==> config.mk <==
export PLATFORM = sky130hd
export DESIGN_NAME = txd_fetch_engine
export DESIGN_NICKNAME = d
export VERILOG_FILES = /design/src/rtl/txd_pkg.sv /design/src/rtl/txd_desc_step.sv /design/src/rtl/txd_lane_pick.sv /design/src/rtl/txd_status.sv /design/src/rtl/txd_seq.sv /design/src/rtl/txd_fetch_engine.sv
export SDC_FILE = /design/constraint.sdc
export NUM_CORES = 1
export LEC_CHECK = 0
export BUFFER_PORTS_ARGS = -buffer_cell sky130_fd_sc_hd__buf_4
export CAP_MARGIN = 20
export CORE_ASPECT_RATIO = 0.8
export CORE_MARGIN = 3
export CORE_UTILIZATION = 54
export CTS_CLUSTER_SIZE = 8
export DETAILED_ROUTE_END_ITERATION = 6
export GPL_ROUTABILITY_DRIVEN = 0
export HOLD_SLACK_MARGIN = 0.1
export PLACE_DENSITY = 0.77
export SYNTH_ARGS = -nofsm -noshare
export SYNTH_HDL_FRONTEND = slang
export SYNTH_SLANG_ARGS = --single-unit
export TNS_END_PERCENT = 1
==> constraint.sdc <==
create_clock -name clk -period 3.8 [get_ports clk]
set_clock_uncertainty 0.1 [all_clocks]
set_input_delay 0.38 -clock clk [delete_from_list [all_inputs] [get_ports clk]]
set_output_delay 0.38 -clock clk [all_outputs]
set_load 0.02 [all_outputs]
==> src/rtl/txd_pkg.sv <==
package txd_pkg;
   localparam int LEN_W      = 11;
   localparam int LAST_BIT   = 15;
   localparam int EXH_BIT    = 27;
   localparam int UND_BIT    = 28;
   localparam int WRAP_BIT   = 30;
   localparam int USED_BIT   = 31;
   localparam int WORD_W     = 32;
   localparam int WORD_BYTES = WORD_W / 8;
   localparam int DESC_BYTES = 2 * WORD_BYTES;

   typedef enum logic [2:0] {
      S_IDLE,
      S_FETCH0,
      S_FETCH1,
      S_LOAD,
      S_EMIT,
      S_ADV,
      S_RETIRE
   } seq_st_e;
endpackage

==> src/rtl/txd_desc_step.sv <==
module txd_desc_step
   import txd_pkg::*;
#(
   parameter int AW = 16
) (
   input  logic [AW-1:0] cur_i,
   input  logic [AW-1:0] base_i,
   input  logic          wrap_i,
   output logic [AW-1:0] next_o
);
   localparam logic [AW-1:0] STEP = AW'(DESC_BYTES);

   always_comb begin
      next_o = wrap_i ? base_i : (cur_i + STEP);
   end
endmodule

==> src/rtl/txd_lane_pick.sv <==
module txd_lane_pick #(
   parameter int DW = 32
) (
   input  logic [DW-1:0]                  word_i,
   input  logic [$clog2(DW/8)-1:0]        sel_i,
   output logic [7:0]                     byte_o
);
   localparam int LANES = DW / 8;

   logic [7:0] lane_w [LANES];

   generate
      for (genvar k = 0; k < LANES; k++) begin : g_lane
         assign lane_w[k] = word_i[8*k +: 8];
      end
   endgenerate

   assign byte_o = lane_w[sel_i];
endmodule

==> src/rtl/txd_status.sv <==
module txd_status (
   input  logic clk,
   input  logic rst_n,
   input  logic set_i,
   input  logic clr_i,
   output logic done_o
);
   always_ff @(posedge clk or negedge rst_n) begin
      if (!rst_n) begin
         done_o <= 1'b0;
      end else if (set_i) begin
         done_o <= 1'b1;
      end else if (clr_i) begin
         done_o <= 1'b0;
      end
   end
endmodule

==> src/rtl/txd_seq.sv <==
module txd_seq
   import txd_pkg::*;
#(
   parameter int AW = 16
) (
   input  logic              clk,
   input  logic              rst_n,
   input  logic              go_i,
   input  logic [AW-1:0]     qbase_i,
   input  logic [AW-1:0]     next_desc_i,
   input  logic              mem_ack_i,
   input  logic [WORD_W-1:0] mem_rdata_i,
   input  logic              mem_err_i,
   input  logic              tx_ready_i,
   output logic              mem_req_o,
   output logic              mem_we_o,
   output logic [AW-1:0]     mem_addr_o,
   output logic [WORD_W-1:0] mem_wdata_o,
   output logic              tx_valid_o,
   output logic              tx_eof_o,
   output logic [WORD_W-1:0] word_o,
   output logic [1:0]        lane_o,
   output logic [AW-1:0]     desc_addr_o,
   output logic              wrap_o,
   output logic              busy_o,
   output logic              retire_o
);
   localparam logic [AW-1:0]    W1_OFS = AW'(WORD_BYTES);
   localparam logic [LEN_W-1:0] ONE    = LEN_W'(1);

   seq_st_e            state_q;
   logic [AW-1:0]      desc_q;
   logic [AW-1:0]      first_q;
   logic [WORD_W-1:0]  first_stat_q;
   logic [AW-1:0]      buf_q;
   logic [LEN_W-1:0]   rem_q;
   logic [WORD_W-1:0]  word_q;
   logic               last_q;
   logic               wrap_q;
   logic               in_frame_q;
   logic               exh_q;
   logic               und_q;
   logic               halt_q;

   always_comb begin
      mem_req_o   = 1'b0;
      mem_we_o    = 1'b0;
      mem_addr_o  = '0;
      mem_wdata_o = '0;
      unique case (state_q)
         S_FETCH0: begin
            mem_req_o  = 1'b1;
            mem_addr_o = desc_q;
         end
         S_FETCH1: begin
            mem_req_o  = 1'b1;
            mem_addr_o = desc_q + W1_OFS;
         end
         S_LOAD: begin
            mem_req_o  = 1'b1;
            mem_addr_o = {buf_q[AW-1:2], 2'b00};
         end
         S_RETIRE: begin
            mem_req_o   = 1'b1;
            mem_we_o    = 1'b1;
            mem_addr_o  = first_q + W1_OFS;
            mem_wdata_o = first_stat_q;
            mem_wdata_o[USED_BIT] = 1'b1;
            if (exh_q) mem_wdata_o[EXH_BIT] = 1'b1;
            if (und_q) mem_wdata_o[UND_BIT] = 1'b1;
         end
         default: ;
      endcase
   end

   assign tx_valid_o  = (state_q == S_EMIT);
   assign tx_eof_o    = (state_q == S_EMIT) && last_q && (rem_q == ONE);
   assign word_o      = word_q;
   assign lane_o      = buf_q[1:0];
   assign desc_addr_o = desc_q;
   assign wrap_o      = wrap_q;
   assign busy_o      = (state_q != S_IDLE);
   assign retire_o    = (state_q == S_RETIRE) && mem_ack_i;

   always_ff @(posedge clk or negedge rst_n) begin
      if (!rst_n) begin
         state_q      <= S_IDLE;
         desc_q       <= '0;
         first_q      <= '0;
         first_stat_q <= '0;
         buf_q        <= '0;
         rem_q        <= '0;
         word_q       <= '0;
         last_q       <= 1'b0;
         wrap_q       <= 1'b0;
         in_frame_q   <= 1'b0;
         exh_q        <= 1'b0;
         und_q        <= 1'b0;
         halt_q       <= 1'b0;
      end else begin
         unique case (state_q)
            S_IDLE: begin
               if (go_i) begin
                  desc_q     <= qbase_i;
                  in_frame_q <= 1'b0;
                  exh_q      <= 1'b0;
                  und_q      <= 1'b0;
                  halt_q     <= 1'b0;
                  state_q    <= S_FETCH0;
               end
            end
            S_FETCH0: begin
               if (mem_ack_i) begin
                  buf_q   <= mem_rdata_i[AW-1:0];
                  state_q <= S_FETCH1;
               end
            end
            S_FETCH1: begin
               if (mem_ack_i) begin
                  if (mem_rdata_i[USED_BIT]) begin
                     if (in_frame_q) begin
                        exh_q   <= 1'b1;
                        halt_q  <= 1'b1;
                        state_q <= S_RETIRE;
                     end else begin
                        state_q <= S_IDLE;
                     end
                  end else begin
                     if (!in_frame_q) begin
                        first_q      <= desc_q;
                        first_stat_q <= mem_rdata_i;
                        in_frame_q   <= 1'b1;
                     end
                     rem_q   <= mem_rdata_i[LEN_W-1:0];
                     last_q  <= mem_rdata_i[LAST_BIT];
                     wrap_q  <= mem_rdata_i[WRAP_BIT];
                     state_q <= (mem_rdata_i[LEN_W-1:0] != '0) ? S_LOAD : S_ADV;
                  end
               end
            end
            S_LOAD: begin
               if (mem_ack_i) begin
                  word_q <= mem_rdata_i;
                  if (mem_err_i) und_q <= 1'b1;
                  state_q <= S_EMIT;
               end
            end
            S_EMIT: begin
               if (tx_ready_i) begin
                  buf_q <= buf_q + AW'(1);
                  rem_q <= rem_q - ONE;
                  if (rem_q == ONE) begin
                     state_q <= S_ADV;
                  end else if (buf_q[1:0] == 2'b11) begin
                     state_q <= S_LOAD;
                  end
               end
            end
            S_ADV: begin
               desc_q  <= next_desc_i;
               state_q <= last_q ? S_RETIRE : S_FETCH0;
            end
            S_RETIRE: begin
               if (mem_ack_i) begin
                  in_frame_q <= 1'b0;
                  exh_q      <= 1'b0;
                  und_q      <= 1'b0;
                  halt_q     <= 1'b0;
                  state_q    <= halt_q ? S_IDLE : S_FETCH0;
               end
            end
            default: state_q <= S_IDLE;
         endcase
      end
   end
endmodule

==> src/rtl/txd_fetch_engine.sv <==
module txd_fetch_engine
   import txd_pkg::*;
#(
   parameter int AW = 16
) (
   input  logic              clk,
   input  logic              rst_n,
   input  logic              cmd_we_i,
   input  logic              cmd_start_i,
   input  logic              cmd_txen_i,
   input  logic              stat_clr_i,
   input  logic [AW-1:0]     qbase_i,
   output logic              mem_req_o,
   output logic              mem_we_o,
   output logic [AW-1:0]     mem_addr_o,
   output logic [WORD_W-1:0] mem_wdata_o,
   input  logic [WORD_W-1:0] mem_rdata_i,
   input  logic              mem_ack_i,
   input  logic              mem_err_i,
   output logic              tx_valid_o,
   output logic [7:0]        tx_data_o,
   output logic              tx_eof_o,
   input  logic              tx_ready_i,
   output logic              done_o,
   output logic              busy_o
);
   generate
      if (AW < 6 || AW > WORD_W) begin : g_aw_bad
         $error("txd_fetch_engine: AW must lie between 6 and 32");
      end
   endgenerate

   logic              go_w;
   logic [AW-1:0]     next_desc_w;
   logic [AW-1:0]     desc_addr_w;
   logic              wrap_w;
   logic [WORD_W-1:0] word_w;
   logic [1:0]        lane_w;
   logic              retire_w;

   assign go_w = cmd_we_i && cmd_start_i && cmd_txen_i;

   txd_seq #(.AW(AW)) seq_i (
      .clk         (clk),
      .rst_n       (rst_n),
      .go_i        (go_w),
      .qbase_i     (qbase_i),
      .next_desc_i (next_desc_w),
      .mem_ack_i   (mem_ack_i),
      .mem_rdata_i (mem_rdata_i),
      .mem_err_i   (mem_err_i),
      .tx_ready_i  (tx_ready_i),
      .mem_req_o   (mem_req_o),
      .mem_we_o    (mem_we_o),
      .mem_addr_o  (mem_addr_o),
      .mem_wdata_o (mem_wdata_o),
      .tx_valid_o  (tx_valid_o),
      .tx_eof_o    (tx_eof_o),
      .word_o      (word_w),
      .lane_o      (lane_w),
      .desc_addr_o (desc_addr_w),
      .wrap_o      (wrap_w),
      .busy_o      (busy_o),
      .retire_o    (retire_w)
   );

   txd_desc_step #(.AW(AW)) step_i (
      .cur_i  (desc_addr_w),
      .base_i (qbase_i),
      .wrap_i (wrap_w),
      .next_o (next_desc_w)
   );

   txd_lane_pick #(.DW(WORD_W)) pick_i (
      .word_i (word_w),
      .sel_i  (lane_w),
      .byte_o (tx_data_o)
   );

   txd_status stat_i (
      .clk    (clk),
      .rst_n  (rst_n),
      .set_i  (retire_w),
      .clr_i  (stat_clr_i),
      .done_o (done_o)
   );
endmodule

# --- Word-level counts from Yosys, hierarchy flattened ---
# Index checks and enable logic that the tools add are counted.
word_totals:
  ff_bits: 131
  inputBits: 57
  out_inout_bits: 62
classes:
  add_sub_neg: 5
  n_lt_le_gt_ge: 1
  eq_ne: 19
  mux: 47
  bitwise_logic: 3
  n_reduce_logical: 25
ops:
  columns: ["op", "n"]
  rows:
  - ["$mux W16", 4]
  - ["$pmux W16 S2", 2]
  - ["$pmux W16 S4", 1]
  - ["$mux W3", 12]
  - ["$mux W11", 3]
  - ["$add A16 B3 Y16 const B", 2]
  - ["$mux W32", 1]
  - ["$pmux W11 S2", 1]
  - ["$pmux W3 S7", 1]
  - ["$add A16 B1 Y16 const B", 1]
  - ["$add A16 B4 Y16 const B", 1]
  - ["$bmux W8 S2", 1]
  - ["$mux W1", 16]
  - ["$mux W8", 2]
  - ["$ne A2 B2 Y1 const B", 8]
  - ["$eq A11 B1 Y1 const B", 1]
  - ["$reduce_bool A11 Y1", 1]
  - ["$sub A11 B1 Y11 const B", 1]
  - ["$reduce_and A5 Y1", 2]
  - ["$eq A3 B3 Y1 const B", 3]
  - ["$pmux W1 S3", 3]
  - ["$reduce_bool A3 Y1", 3]
  - ["$reduce_and A4 Y1", 2]
  - ["$reduce_bool A2 Y1", 4]
  - ["other kinds (15)", 24]

# --- Logic depth before layout (Yosys ltp) ---
logic_depth:
  depth_word: 5
  ltp_mapped: 12

# --- Hierarchy ---
# A second synthesis with hierarchy kept.
hier_totals:
  cells_unflattened: 780
  hier_area_um2: 7714.9
modules_own_cells:
  columns: ["module", "instances", "cells_per_inst", "area_per_inst_um2", "seq_area_each_um2"]
  rows:
  - ["txd_seq", 1, 706, 7073.0, 3253.1]
  - ["txd_desc_step", 1, 60, 402.9, 0.0]
  - ["txd_lane_pick", 1, 10, 196.4, 0.0]
  - ["txd_status", 1, 3, 36.3, 25.0]
  - ["txd_fetch_engine", 1, 1, 6.3, 0.0]

# --- Least setup slack after synthesis ---
# No wires, ideal clock.
synth_path:
  path_kind: "reg-to-output"
  from: "register seq_i.state_q[0]"
  to: "output port mem_addr_o[12]"
  arrival_ns: 2.657
  t_required_ns: 3.320
  path_slack_ns: 0.663
  path_stages_with_launch: 13
  path_cell_list: "dfrtp_1 buf_6 nand3b_4 buf_12 inv_6 mux2i_1 inv_1 ha_1 and4_1 and4_1 o21ba_2 xor2_1 o22ai_1"
synth_via:
  elab_chain_cells: 2
synth_rtl:
  columns: ["element", "line", "source"]
  rows:
  - ["start, declared", "txd_seq.sv:31", "seq_st_e state_q;"]
  - ["start signal, assigned", "txd_seq.sv:137", "state_q <= (mem_rdata_i[LEN_W-1:0] != '0) ? S_LOAD : S_ADV;"]
  - ["start signal, assigned", "txd_seq.sv:161", "state_q <= last_q ? S_RETIRE : S_FETCH0;"]
  - ["start signal, assigned", "txd_seq.sv:169", "state_q <= halt_q ? S_IDLE : S_FETCH0;"]
  - ["$eq A3 B3 Y1, or another cell as far along", "txd_seq.sv:50", "unique case (state_q)"]
  - ["$pmux W16 S4 *", "txd_seq.sv:50", null]
  - ["end, declared", "txd_fetch_engine.sv:15", "output logic [AW-1:0] mem_addr_o,"]
# Mark *: on every way between the ends. The rest lies on a longest branch, timed or not.

# --- Worst setup path in the final report ---
# Same ends and word-level chain as after synthesis.

==> summary.txt <==
Global routing
  • Initial antenna violation count: 1
  • Largest net degree at the start of global routing: 65
  • First-pass GRT wire length: 33.2 mm
  • Total gr overflow: 0
  • Vias in the first global route: 6339
  • All-layer global routing usage: 0.276

Floorplanning
  • Core Box Area: 13100 sq um
  • Std cell rows: 37
  • Starting Density: 0.565
  • Top Ports: 119
  • Die Area: 15200 sq um
  • Die X: 137 microns
  • Die height: 111 microns

Pwr
  • Seq pwr share: 0.345
  • PnR Total Power: 8.15 mW
  • Switching power: 3.32 mW
  • Pint: between 4 and 5 mW
  • PwrDens: 882 nW/um^2
  • Sw Ratio: 0.408
  • Clock Power Share: 0.208
  • Comb pwr share: 0.447
  • Pleak: 4.05 nW
  • Max IR drop VDD: about 0.00053 V

Clock network
  • Postcts setup bufs: 0
  • Inserted Clock Buffers: 17
  • Worst-path clk slew: approximately 0.060 ns
  • Clock buffer depth: 2
  • Worst-skew pair later-pin latency: 0.42 ns
  • Sinks on Clock Net: 131
  • CTS root buffer: clkbuf_16
  • CTS tree: yes
  • Clock H-tree levels: 4

Finish
  • Diode count: 0
  • Post-route cell area: 9240 sq um
  • Storage element area: between 3000 and 4000 sq um
  • Filler cells: roughly 1000
  • Final core occ: 0.703
  • NumNets Final: 903
  • Most common cell after layout, fill and taps aside: dfrtp_1
  • Area grow syn2layout: 24.5%
  • Share of layout cells above drive strength 1: 0.314
  • Most frequent cells in the layout: 131 x dfrtp_1, 128 x buf_4, 85 x mux2_2
  • Area of the multi-input gates: 3850 sq um
  • Layout Cells excl Fill: 1029

Place
  • IO Port Bufs: approximately 120
  • DP HPWL: 14.3 mm
  • Inst Count DP: 975
  • Pre-CTS WS: 0.521 ns
  • Placed standard-cell area: between 8000 and 9000 sq um

STA
  • Hold_ws: 0.111 ns
  • Post-route setup TNS: 0 ns
  • Rel. slew slack: 0.418
  • Peak Freq: 0.272 GHz
  • Worst Max-Slew Pin Slew: roughly 0.87 ns
  • Slack of the critical path: around 0.13 ns
  • Slew Viols, Final: 0
  • Setup violations, final: 0
  • Period utilization: 0.966
  • Final Hold Fails: 0
  • Period minus WS final: ~3.7 ns

Drt
  • Residual DRC count: 0
  • Total Wirelength: between 20 and 25 mm
  • Via-per-instance ratio: 6.33
  • Drt first-iter violations: ~630
  • Drt first pass iters: 5
  • WL/cell: between 20 and 25 microns
  • Antenna Nets Post-Route: 0
  • Via Count: 6514

Synth
  • Syn avg cell area: about 10 sq um
  • Area contributors post-synth: dfrtp_1 44%, mux2_2 13%, o21ai_0 3.3%, a21oi_1 3.1%, mux2i_1 2.8%
  • Cell Area, Synth: 7420 sq um
  • Share of the synthesized area in the top cell type: 0.442
  • Distinct cells, synth: 68
  • Asr flop ratio synth: 1.00
  • EDFF count, synth: 0
  • Synth Instances: 722
  • Area leader, netlist: dfrtp_1
  • Seq/Total Area, Yosys: 0.442
  • Main flop type after synthesis: dfrtp_1
  • Yosys synthesis warning count: 0
  • #FFs+latches synth: 131
  • Synth Net Count: 784

Critical path
  • Crit end category: primary output
  • WS Path Type: flop to primary output
  • Crit Path Max Fanout: 10
  • Critical path startpoint category: flop
  • Critical Path Most Common Cell: and4_1
  • CP arrival: 3.19 ns
  • Crit path buffers/inverters: 3
  • Worst path max stage delay: between 0.4 and 0.5 ns
  • Critical path's top delay family: simple AND/OR/NAND/NOR gates
  • Critical-path cell list: nand3b_4 -> inv_6 -> mux2i_1 -> inv_1 -> ha_1 -> and4_1 -> and4_1 -> o21ba_2 -> xor2_1 -> o22ai_1 -> buf_4
  • CP required: 3.32 ns
  • Critical Path Slowest Stage Cell: mux2i_1

Worst hold path
  • Hold WC Path Type: input pin to flop

Status
  • Status: completed

Run
  • Max cap viols: 0
[worst paths after layout]
check                                       start                     end  slack, ns  depth (start not counted)
min in group asynchronous                   rst_n   seq_i.desc_addr_o[15]       0.49                          2
min reg2reg                seq_i.first_stat_q[12]  seq_i.first_stat_q[12]       0.40                          1
max                              seq_i.state_q[0]          mem_addr_o[12]       0.13                         11
max reg2reg                      seq_i.state_q[1]  seq_i.first_stat_q[14]       0.81                          6
min                               mem_rdata_i[21]        seq_i.word_o[21]       0.11                          2
max in group asynchronous                   rst_n          seq_i.rem_q[2]       2.25                          3
[cell type report]
cell class / instances / area share
Inverter: 10 / 0.00461
Multi-Input combinational cell: 527 / 0.417
Timing Repair Buffer: 154 / 0.135
Sequential cell: 131 / 0.355
Tap cell: 175 / 0.0237
Clock buffer: 19 / 0.0469
Clock inverter: 13 / 0.0187
[cell usage after synthesis (3+ instances only)]
cell type  number
a22oi_1         4
nor3_1          6
a22o_1          4
mux2_2         85
o22a_1          5
a21oi_1        46
a2bb2oi_1       5
nor2_1         36
nand3_1        30
a31oi_1        12
o211ai_1        4
o21a_1          3
nand4_1         7
o311ai_0        5
dfrtp_1       131
xnor2_1         8
inv_1           9
mux2i_1        21
and4b_1         6
or3b_2          3
nand2b_1        6
and4_1          6
o21ai_0        49
and2_1         31
buf_1           4
nor4_1          5
and3_1         10
or3_1           4
o22ai_1        14
ha_1            5
clkbuf_1       35
mux4_2          8
xor2_1          8
nand2_1        51
buf_2           8
buf_6           4
a21o_1          5
[what timing repair did]
action,in CTS,in global routing
endpoints found under the setup margin,0,2
resized for setup,0,3
hold buffers,22,0
hold endpoints to repair,80,0
[kinds of logic after synthesis]
family	Yosys count	synth area share
AO/OA/AOI/OAI	177	0.150
XOR/XNOR	16	0.0189
adder cells (fa/ha/maj)	5	0.00843
buffers and inverters	64	0.0416
flip-flops	131	0.442
multiplexers	114	0.182
AND/OR/NAND/NOR	215	0.157
[state kept, by name (all words and copies together), names as in the netlist, 3 cells and up]
signal and flops:
seq_i.word_o 32, seq_i.first_stat_q 31, seq_i.buf_q 16, seq_i.desc_addr_o 16, seq_i.first_q 16, seq_i.rem_q 11
seq_i.state_q 3
[power groups by stage]
| stage | logic (mW) | clock network [mW] | registers [mW] |
|---|---|---|---|
| detailed placement | 3.57 | 0 | 2.79 |
| global placement | 3.44 | 0 | 2.74 |
| finish | 3.64 | 1.70 | 2.81 |
| global route | 3.92 | 1.78 | 2.90 |
| floorplan | 2.69 | 0 | 2.45 |
| CTS | 3.60 | 1.71 | 2.78 |
[worst reg2reg max path, delay by kind of cell (launching register included)]
kind	cells	cell delay [ns]
DFF	1	0.40
and+or+nand+nor	3	1.38
buffers and inverters	2	0.61
muxes	1	0.38
[per-layer routing]
metal / global-route usage / vias to the layer above / share of wire
li1: - / 2910 / -
met1: 0.403 / 3239 / 0.44
met2: 0.419 / 337 / 0.47
met3: 0.0563 / 26 / 0.082
met4: 0.0745 / 2 / 0.011
met5: 0 / - / 0.00062
No activity file was read; power rests on OpenSTA's default activity.
